### config.mk
export PLATFORM = sky130hd
export DESIGN_NAME = bytewise_dac_front
export DESIGN_NICKNAME = d
export VERILOG_FILES = /design/src/rtl/dacfe_pkg.sv /design/src/rtl/dacfe_strobe_sync.sv /design/src/rtl/dacfe_hold_regs.sv /design/src/rtl/dacfe_code_reg.sv /design/src/rtl/bytewise_dac_front.sv
export SDC_FILE = /design/constraint.sdc
export NUM_CORES = 1
export LEC_CHECK = 0
export BUFFER_PORTS_ARGS = -buffer_cell sky130_fd_sc_hd__buf_2
export CORE_ASPECT_RATIO = 0.9
export CORE_MARGIN = 2
export CORE_UTILIZATION = 46
export CTS_BUF_LIST = sky130_fd_sc_hd__clkbuf_8 sky130_fd_sc_hd__clkbuf_16
export DETAILED_ROUTE_END_ITERATION = 8
export HOLD_SLACK_MARGIN = 0.1
export PLACE_DENSITY = 0.68
export SETUP_SLACK_MARGIN = 0.15
export SYNTH_ARGS = -nofsm -noshare
export SYNTH_HDL_FRONTEND = slang
export SYNTH_SLANG_ARGS = --single-unit
### constraint.sdc
create_clock -name clk -period 1.6 [get_ports clk]
set_clock_uncertainty 0.2 [all_clocks]
set_input_delay 0.32 -clock clk [delete_from_list [all_inputs] [get_ports clk]]
set_output_delay 0.32 -clock clk [all_outputs]
set_load 0.02 [all_outputs]
### src/rtl/dacfe_pkg.sv
package dacfe_pkg;

   typedef enum logic [1:0] {
      SEL_DIRECT = 2'b00,
      SEL_UPPER  = 2'b01,
      SEL_LOWER  = 2'b10,
      SEL_XFER   = 2'b11
   } dacfe_sel_e;

   function automatic logic sel_loads_upper(dacfe_sel_e s);
      return (s == SEL_DIRECT) || (s == SEL_UPPER);
   endfunction

   function automatic logic sel_loads_lower(dacfe_sel_e s);
      return (s == SEL_DIRECT) || (s == SEL_LOWER);
   endfunction

   function automatic logic sel_loads_code(dacfe_sel_e s);
      return (s == SEL_DIRECT) || (s == SEL_XFER);
   endfunction

endpackage

### src/rtl/dacfe_strobe_sync.sv
module dacfe_strobe_sync #(
   parameter int STAGES = 2
) (
   input  logic clk,
   input  logic rst_n,
   input  logic strobe_async,
   output logic fire_o
);

   logic [STAGES-1:0] chain_q;
   logic              last_q;

   generate
      for (genvar i = 0; i < STAGES; i++) begin : g_stage
         if (i == 0) begin : g_first
            always_ff @(posedge clk or negedge rst_n) begin
               if (!rst_n) chain_q[0] <= 1'b0;
               else        chain_q[0] <= strobe_async;
            end
         end else begin : g_next
            always_ff @(posedge clk or negedge rst_n) begin
               if (!rst_n) chain_q[i] <= 1'b0;
               else        chain_q[i] <= chain_q[i-1];
            end
         end
      end
   endgenerate

   always_ff @(posedge clk or negedge rst_n) begin
      if (!rst_n) last_q <= 1'b0;
      else        last_q <= chain_q[STAGES-1];
   end

   assign fire_o = chain_q[STAGES-1] & ~last_q;

   // one action per strobe: never two action cycles back to back
   assert_single_fire_R8: assert property (@(posedge clk) disable iff (!rst_n)
      fire_o |=> !fire_o);

endmodule

### src/rtl/dacfe_hold_regs.sv
module dacfe_hold_regs
   import dacfe_pkg::*;
#(
   parameter int BUS_W = 8,
   parameter int HI_W  = 6
) (
   input  logic             clk,
   input  logic             rst_n,
   input  logic             fire,
   input  dacfe_sel_e       sel,
   input  logic [BUS_W-1:0] bus,
   output logic [HI_W-1:0]  hi_o,
   output logic [BUS_W-1:0] lo_o
);

   logic ld_hi, ld_lo;

   assign ld_hi = fire && sel_loads_upper(sel);
   assign ld_lo = fire && sel_loads_lower(sel);

   always_ff @(posedge clk or negedge rst_n) begin
      if (!rst_n) begin
         hi_o <= '0;
         lo_o <= '0;
      end else begin
         if (ld_hi) hi_o <= bus[HI_W-1:0];
         if (ld_lo) lo_o <= bus;
      end
   end

   // upper register takes the right-justified low bits of the byte
   assert_upper_load_R5: assert property (@(posedge clk) disable iff (!rst_n)
      ld_hi |=> hi_o == $past(bus[HI_W-1:0]));

   // lower register takes the whole byte
   assert_lower_load_R6: assert property (@(posedge clk) disable iff (!rst_n)
      ld_lo |=> lo_o == $past(bus));

   // holding registers stay put without an action
   assert_hold_stable_R2: assert property (@(posedge clk) disable iff (!rst_n)
      !fire |=> ($stable(hi_o) && $stable(lo_o)));

endmodule

### src/rtl/dacfe_code_reg.sv
module dacfe_code_reg #(
   parameter int DAC_W = 14
) (
   input  logic             clk,
   input  logic             rst_n,
   input  logic             load,
   input  logic [DAC_W-1:0] next_code,
   output logic [DAC_W-1:0] code_o,
   output logic             upd_o
);

   always_ff @(posedge clk or negedge rst_n) begin
      if (!rst_n) begin
         code_o <= '0;
         upd_o  <= 1'b0;
      end else begin
         upd_o <= load && (next_code != code_o);
         if (load) code_o <= next_code;
      end
   end

   // pulse marks a real change of value
   assert_pulse_on_change_R9: assert property (@(posedge clk) disable iff (!rst_n)
      upd_o |-> code_o != $past(code_o));

   // no change without the pulse
   assert_quiet_when_idle_R9: assert property (@(posedge clk) disable iff (!rst_n)
      !upd_o |-> $stable(code_o));

endmodule

### src/rtl/bytewise_dac_front.sv
module bytewise_dac_front
   import dacfe_pkg::*;
#(
   parameter int BUS_W       = 8,
   parameter int HI_W        = 6,
   parameter int SYNC_STAGES = 2,
   localparam int DAC_W      = BUS_W + HI_W
) (
   input  logic             clk,
   input  logic             rst_n,
   input  logic             cs_n,
   input  logic             wr_n,
   input  logic [1:0]       addr,
   input  logic [BUS_W-1:0] data,
   output logic [DAC_W-1:0] dac_code,
   output logic             dac_upd
);

   generate
      if (HI_W < 1 || HI_W > BUS_W) begin : g_bad_hi_w
         $error("HI_W must lie between 1 and BUS_W");
      end
      if (SYNC_STAGES < 2) begin : g_bad_sync
         $error("SYNC_STAGES must be at least 2");
      end
   endgenerate

   logic             strobe;
   logic             fire;
   dacfe_sel_e       sel;
   logic [HI_W-1:0]  hi_q;
   logic [BUS_W-1:0] lo_q;
   logic [DAC_W-1:0] next_code;
   logic             load_code;

   assign strobe = ~cs_n & ~wr_n;
   assign sel    = dacfe_sel_e'(addr);

   dacfe_strobe_sync #(.STAGES(SYNC_STAGES)) sync_i (
      .clk          (clk),
      .rst_n        (rst_n),
      .strobe_async (strobe),
      .fire_o       (fire)
   );

   dacfe_hold_regs #(.BUS_W(BUS_W), .HI_W(HI_W)) hold_i (
      .clk   (clk),
      .rst_n (rst_n),
      .fire  (fire),
      .sel   (sel),
      .bus   (data),
      .hi_o  (hi_q),
      .lo_o  (lo_q)
   );

   assign next_code = (sel == SEL_DIRECT) ? {data[HI_W-1:0], data} : {hi_q, lo_q};
   assign load_code = fire && sel_loads_code(sel);

   dacfe_code_reg #(.DAC_W(DAC_W)) code_i (
      .clk       (clk),
      .rst_n     (rst_n),
      .load      (load_code),
      .next_code (next_code),
      .code_o    (dac_code),
      .upd_o     (dac_upd)
   );

   // transfer joins both holding registers, bus ignored
   assert_xfer_join_R7: assert property (@(posedge clk) disable iff (!rst_n)
      (fire && sel == SEL_XFER) |=> dac_code == {$past(hi_q), $past(lo_q)});

   // direct write replicates the byte into both halves
   assert_direct_load_R4: assert property (@(posedge clk) disable iff (!rst_n)
      (fire && sel == SEL_DIRECT) |=> dac_code == {$past(data[HI_W-1:0]), $past(data)});

   // byte loads leave the output alone
   assert_byte_no_output_R6: assert property (@(posedge clk) disable iff (!rst_n)
      (fire && (sel == SEL_UPPER || sel == SEL_LOWER)) |=> $stable(dac_code));

   // no action can start while the bus is deselected for the whole window
   assert_deselect_idle_R2: assert property (@(posedge clk) disable iff (!rst_n)
      (cs_n && $past(cs_n) && $past(cs_n, 2)) |-> !fire);

endmodule

== Word-level counts from Yosys, hierarchy flattened ==
Cells that the tools add are included.
Widths: inputs -> output; s select.

* Bitwise logic cells: 5
* Equal/unequal tests: 4
* Multiplexer cells: 1
* Reductions and logical operators: 8

{| class="wikitable"
|+ Operator list
! kind !! number
|-
| $mux 14 || 1
|-
| $ne 14x14->1 || 1
|-
| $eq 2x2->1 const B || 2
|-
| $logic_and 1x1->1 || 4
|-
| $logic_or 1x1->1 || 3
|-
| $not 1->1 || 3
|-
| $and 1x1->1 || 2
|-
| $eq 2x1->1 const B || 1
|-
| $logic_not 2->1 || 1
|}

* Bits of input ports: 14
* Logic and storage cells: 25
* Flip-flop bits (word level): 32
* Output and inout bits: 15

== Logic depth before layout (Yosys ltp) ==
* Depth in word-level cells: 4
* Mapped depth: 8
* Depth with buffers taken out: 7

== By module ==
A second synthesis with hierarchy kept.

* Cells, all modules: 106
* Area, all modules: 1581.5 µm²

{| class="wikitable"
|+ By module, submodules not included
! module !! instances !! cells each !! area each (µm²) !! seq. area each (µm²)
|-
| dacfe_code_reg || 1 || 50 || 698.2 || 375.4
|-
| dacfe_hold_regs || 1 || 32 || 595.6 || 350.3
|-
| bytewise_dac_front || 1 || 20 || 198.9 || 0.0
|-
| dacfe_strobe_sync || 1 || 4 || 88.8 || 75.1
|}

== Worst setup path before layout ==
Ideal clock, no wire load.

* Kind: input to register
* Start point: in addr[0]
* End point: reg code_i.upd_o
* Required time: 1.270 ns
* Path buffers: 1
* Library setup time: 0.130 ns
* Cell stages on the path: 8
* Setup slack: -0.132 ns
* Arrival time: 1.402 ns
* Cell sequence: inv_1 ha_1 buf_6 mux2i_1 xor2_1 nand4_1 nor3_2 a31oi_1

* Cells in the longest elaborated chain, start to end: 4
* Elaborated cells on any way between the ends: 7
* Those cells by class: eq/ne: 2; mux: 1; reduce/logical: 4

{| class="wikitable"
|+ Ends and longest elaborated chain
! item !! line !! text
|-
| from (decl) || bytewise_dac_front.sv:13 || <nowiki>input logic [1:0] addr,</nowiki>
|-
| $logic_not 2->1 / $eq 2x2->1 (equally long branches) || dacfe_pkg.sv:19, bytewise_dac_front.sv:56 ||
|-
| $mux 14 / $logic_or 1x1->1 (equally long branches) || bytewise_dac_front.sv:56, dacfe_pkg.sv:19 ||
|-
| $ne 14x14->1 / $logic_and 1x1->1 (equally long branches) || dacfe_code_reg.sv:17, bytewise_dac_front.sv:57 ||
|-
| $logic_and 1x1->1 (*) || dacfe_code_reg.sv:17 || <nowiki>upd_o <= load && (next_code != code_o);</nowiki>
|-
| to (signal assigned) || dacfe_code_reg.sv:17 ||
|-
| to (decl) || dacfe_code_reg.sv:9 || <nowiki>output logic upd_o</nowiki>
|}

Mark *: on every way between the ends. The rest lies on a longest branch, timed or not.
A chain may end at the register's enable or synchronous reset.

== Final worst setup path ==
* Start point: in addr[1]
* End point: reg code_i.upd_o

The elaborated chain is that of the path after synthesis.

==> key figures <==
Worst setup path
  – CP required: 1.56 ns
  – CP delay by family, top: buffers and inverters
  – Worst-path maximum fanout: 7
  – Crit path kind: primary input to flop
  – Worst-path cell chain: buf_12 > inv_12 > ha_4 > buf_6 > mux2i_4 > xnor2_1 > nor3_2 > a31oi_1
  – Slowest cell delay on critical path: 0.25 ns
  – WP data arrival: between 1.5 and 2 ns
  – CP bufs+invs: 3
  – FF-to-FF End: code_i.upd_o
  – Worst reg2reg setup slack: 0.13 ns
  – CP Launch Type: primary input
  – Crit end category: flop
  – R2R depth: 5
  – R2R Path Start: hold_i.hi_o[2]
  – Crit path max-delay cell type: mux2i_4

Yosys
  – EDFF count, synth: 0
  – Cell Area, Synth: 1560 um^2
  – FFs w/ async S/R, synth: 100%
  – Synth Net Count: 154
  – Yosys reg bits: 32
  – Synth top area share: 51.2%
  – Leading area contributor after synthesis: dfrtp_1
  – Synth unique cells: 21
  – Most common cell in the netlist: dfrtp_1
  – Syn_area_per_cell: 11.4 um^2
  – Sequential area share after synthesis: ~51%
  – Post-synth top flop: dfrtp_1
  – Cells after Synth: 137
  – Ys Warns: 0
  – Most frequent cells after synthesis: dfrtp_1 (32), nor2_1 (18), a21oi_1 (14), mux2_2 (14), mux2i_1 (14)
  – Largest cells by area after synthesis: dfrtp_1 (51%), mux2_2 (10%), mux2i_1 (9.0%), xnor2_1 (5.6%), a21oi_1 (4.5%)

Layout
  – Ant diodes: 0
  – Finished Layout Cells: 238
  – Post-layout nets: 210
  – Fin util: 69.6%
  – Layout cells sized above 1: roughly 45%
  – Layout Area Growth over Synthesis: 47.0%
  – Fillers: 247

Global route
  – Initial antenna violation count: 0
  – Most Used Layer, Global Route: met2
  – Met3 Usage GRT: 5.70%
  – First-pass GRT wire length: 5650 um
  – GRT Residual Overflow: 0
  – Vias in the first global route: 1148
  – GRT met2 Usage: 31.5%
  – M1 GR Usage: 26.9%
  – Largest net degree at the start of global routing: 33
  – Total track usage: between 20% and 30%

Outcome
  – Run status: complete, no violations

Clocking
  – Worst-Skew Late Latency: 0.29 ns
  – Longest Clk Path Bufs: 2
  – Worst-path clk slew: 0.07 ns
  – Max H-tree Level: 2
  – Num CTS Buffers: 5
  – Clk root buf: clkbuf_8
  – CTS tree: done
  – Num Clock Sinks: 32

Min path
  – HP Class: primary input to flop
  – Hold depth: 2
  – Worst Hold End: hold_i.lo_o[6]
  – Hold wc startpoint: data[6]

Timing
  – Actual slew at the worst max-slew pin: 0.399 ns
  – Setup WS post-layout: 0.0351 ns
  – Setup violators final: 0
  – Hold WS: about 0.12 ns
  – RSZ-0062 raised after global routing: true
  – Final period util: 97.8%
  – Relative slew margins: 73.4%
  – Final hold violations: 0
  – Max Slew Vio Count: 0
  – Fin crit period: between 1.5 and 2 ns
  – Max Fclk: around 640 MHz

Run
  – Max Cap Viol: 0

Route
  – DRC viols: 0
  – Vias after detailed routing: 1217
  – Drt total wl: 3470 um
  – 1st-iter DRT viols: 28
  – DR vias/cell: just over 5
  – Antenna Violating Nets Remaining: 0
  – Wirelength per Cell: 14.6 um
  – First-pass detailed-route iteration total: 4

Placement
  – Post-Place Worst Slack: -0.342 ns
  – Dpl hpwl: between 2000 and 2500 um
  – # port buffers: 28
  – RD Place Congestion: 0.831
  – Placed cells: 218

Die
  – Core ar.: 3300 um^2
  – Cell row count: 20
  – Die H: 59.3 um
  – Ports: 29
  – Initial Util: 47.3%
  – Die Area: between 3000 and 4000 um^2
  – Die width: 65.5 um

Power
  – P_leak: approximately 1.0 nW
  – P_sw: 1.00 mW
  – Max VDD drop: ~700 uV
  – Flop pwr share: ~40%
  – Power share of the clock group: a little over a quarter
  – Switching part of the total: 31.8%
  – Comb power frac: between 30% and 40%
  – Internal power: 2.15 mW
  – PwrDens: 1370 nW/um^2
## routing by layer
metal / wire length [um] / vias to the layer above / part of all wire (%)
met1: 1570 / 593 / 45
met5: 0 / - / 0
met2: 1680 / 25 / 48
met4: 63 / 0 / 1.8
li1: - / 593 / -
met3: 156 / 6 / 4.5
## worst register-to-register path, cell delays in order (launching register included)
cell and delay, ns:
dfrtp_1 0.43, mux2i_4 0.17, xor2_1 0.17, nand4_1 0.13, nor3_2 0.15, a31oi_1 0.10
## timing repair
| action | in CTS | in global routing |
|---|---|---|
| setup buffers | 4 | 4 |
| setup endpoints to repair | 15 | 14 |
| pin swaps | 6 | 2 |
| hold endpoints to repair | 34 | 0 |
| resized for setup | 13 | 19 |
| cloned | 0 | 0 |
| hold buffers | 4 | 0 |
## stage by stage
stage	power (mW)	instance area [um^2]	TNS, ns
final	3.15	2300	0
after global routing	3.33	2300	-0.0518
after CTS	3.07	2190	0
after detailed placement	2.15	1940	-3.14
after global placement	2.12	1940	-2.79
after floorplan	1.83	1670	-0.0619
## layout by cell type (no fill, tap or decap), drive strengths merged, types with 4 or more instances in the layout
cell / netlist / final
nor2: 20 / 20
nor3: 5 / 5
a21oi: 14 / 14
xnor2: 10 / 10
clkbuf: 1 / 7
buf: 4 / 50
mux2: 14 / 14
dlygate4sd3: 0 / 4
and3: 4 / 4
dfrtp: 32 / 32
mux2i: 14 / 14
xor2: 4 / 4
## cell families (layout without fill, tap and decap cells)
| group | after synthesis | in the layout | synth area share (%) |
|---|---|---|---|
| AOI/OAI and AO/OA | 19 | 19 | 6.64 |
| xor gates and xnor gates | 14 | 14 | 7.84 |
| adders and majority gates | 3 | 3 | 2.40 |
| buffers and inverters | 8 | 65 | 2.64 |
| DFF | 32 | 32 | 51.2 |
| muxes | 28 | 28 | 19.0 |
| and+or+nand+nor | 33 | 33 | 10.2 |
## power groups by stage
stage	combinational [mW]	sequential [mW]	clock (mW)
global placement	0.906	1.21	0
detailed placement	0.919	1.23	0
CTS	0.974	1.22	0.873
floorplan	0.510	1.32	0
global route	1.16	1.26	0.908
finish	1.07	1.23	0.847
## final cells by class
cell class / instances / area, um^2 / share of cell area (%)
clock inverter: 1 / 30.0 / 1.31
inverter: 3 / 28.8 / 1.25
clock buffer: 7 / 96.3 / 4.19
tap: 44 / 55.1 / 2.40
sequential: 32 / 801 / 34.8
multi-input combinational: 97 / 872 / 37.9
timing repair buffer: 54 / 415 / 18.1
## state kept, by name (all words and copies together) (netlist names)
register	cells
code_i.code_o	14
hold_i.lo_o	8
hold_i.hi_o	6
sync_i.chain_q	2
code_i.upd_o	1
sync_i.last_q	1
## how the worst max path moves through the flow
stage / from / end / slack, ns / cells after the start
after global routing: addr[1] / code_i.upd_o / -0.05 / 8
after detailed placement: addr[1] / code_i.upd_o / -0.34 / 8
after CTS: addr[0] / code_i.upd_o / 0.07 / 8
final: addr[1] / code_i.upd_o / 0.04 / 8
after global placement: addr[1] / code_i.upd_o / -0.27 / 8
after floorplan: addr[1] / code_i.upd_o / -0.06 / 8
No activity file was read; power rests on OpenSTA's default activity.
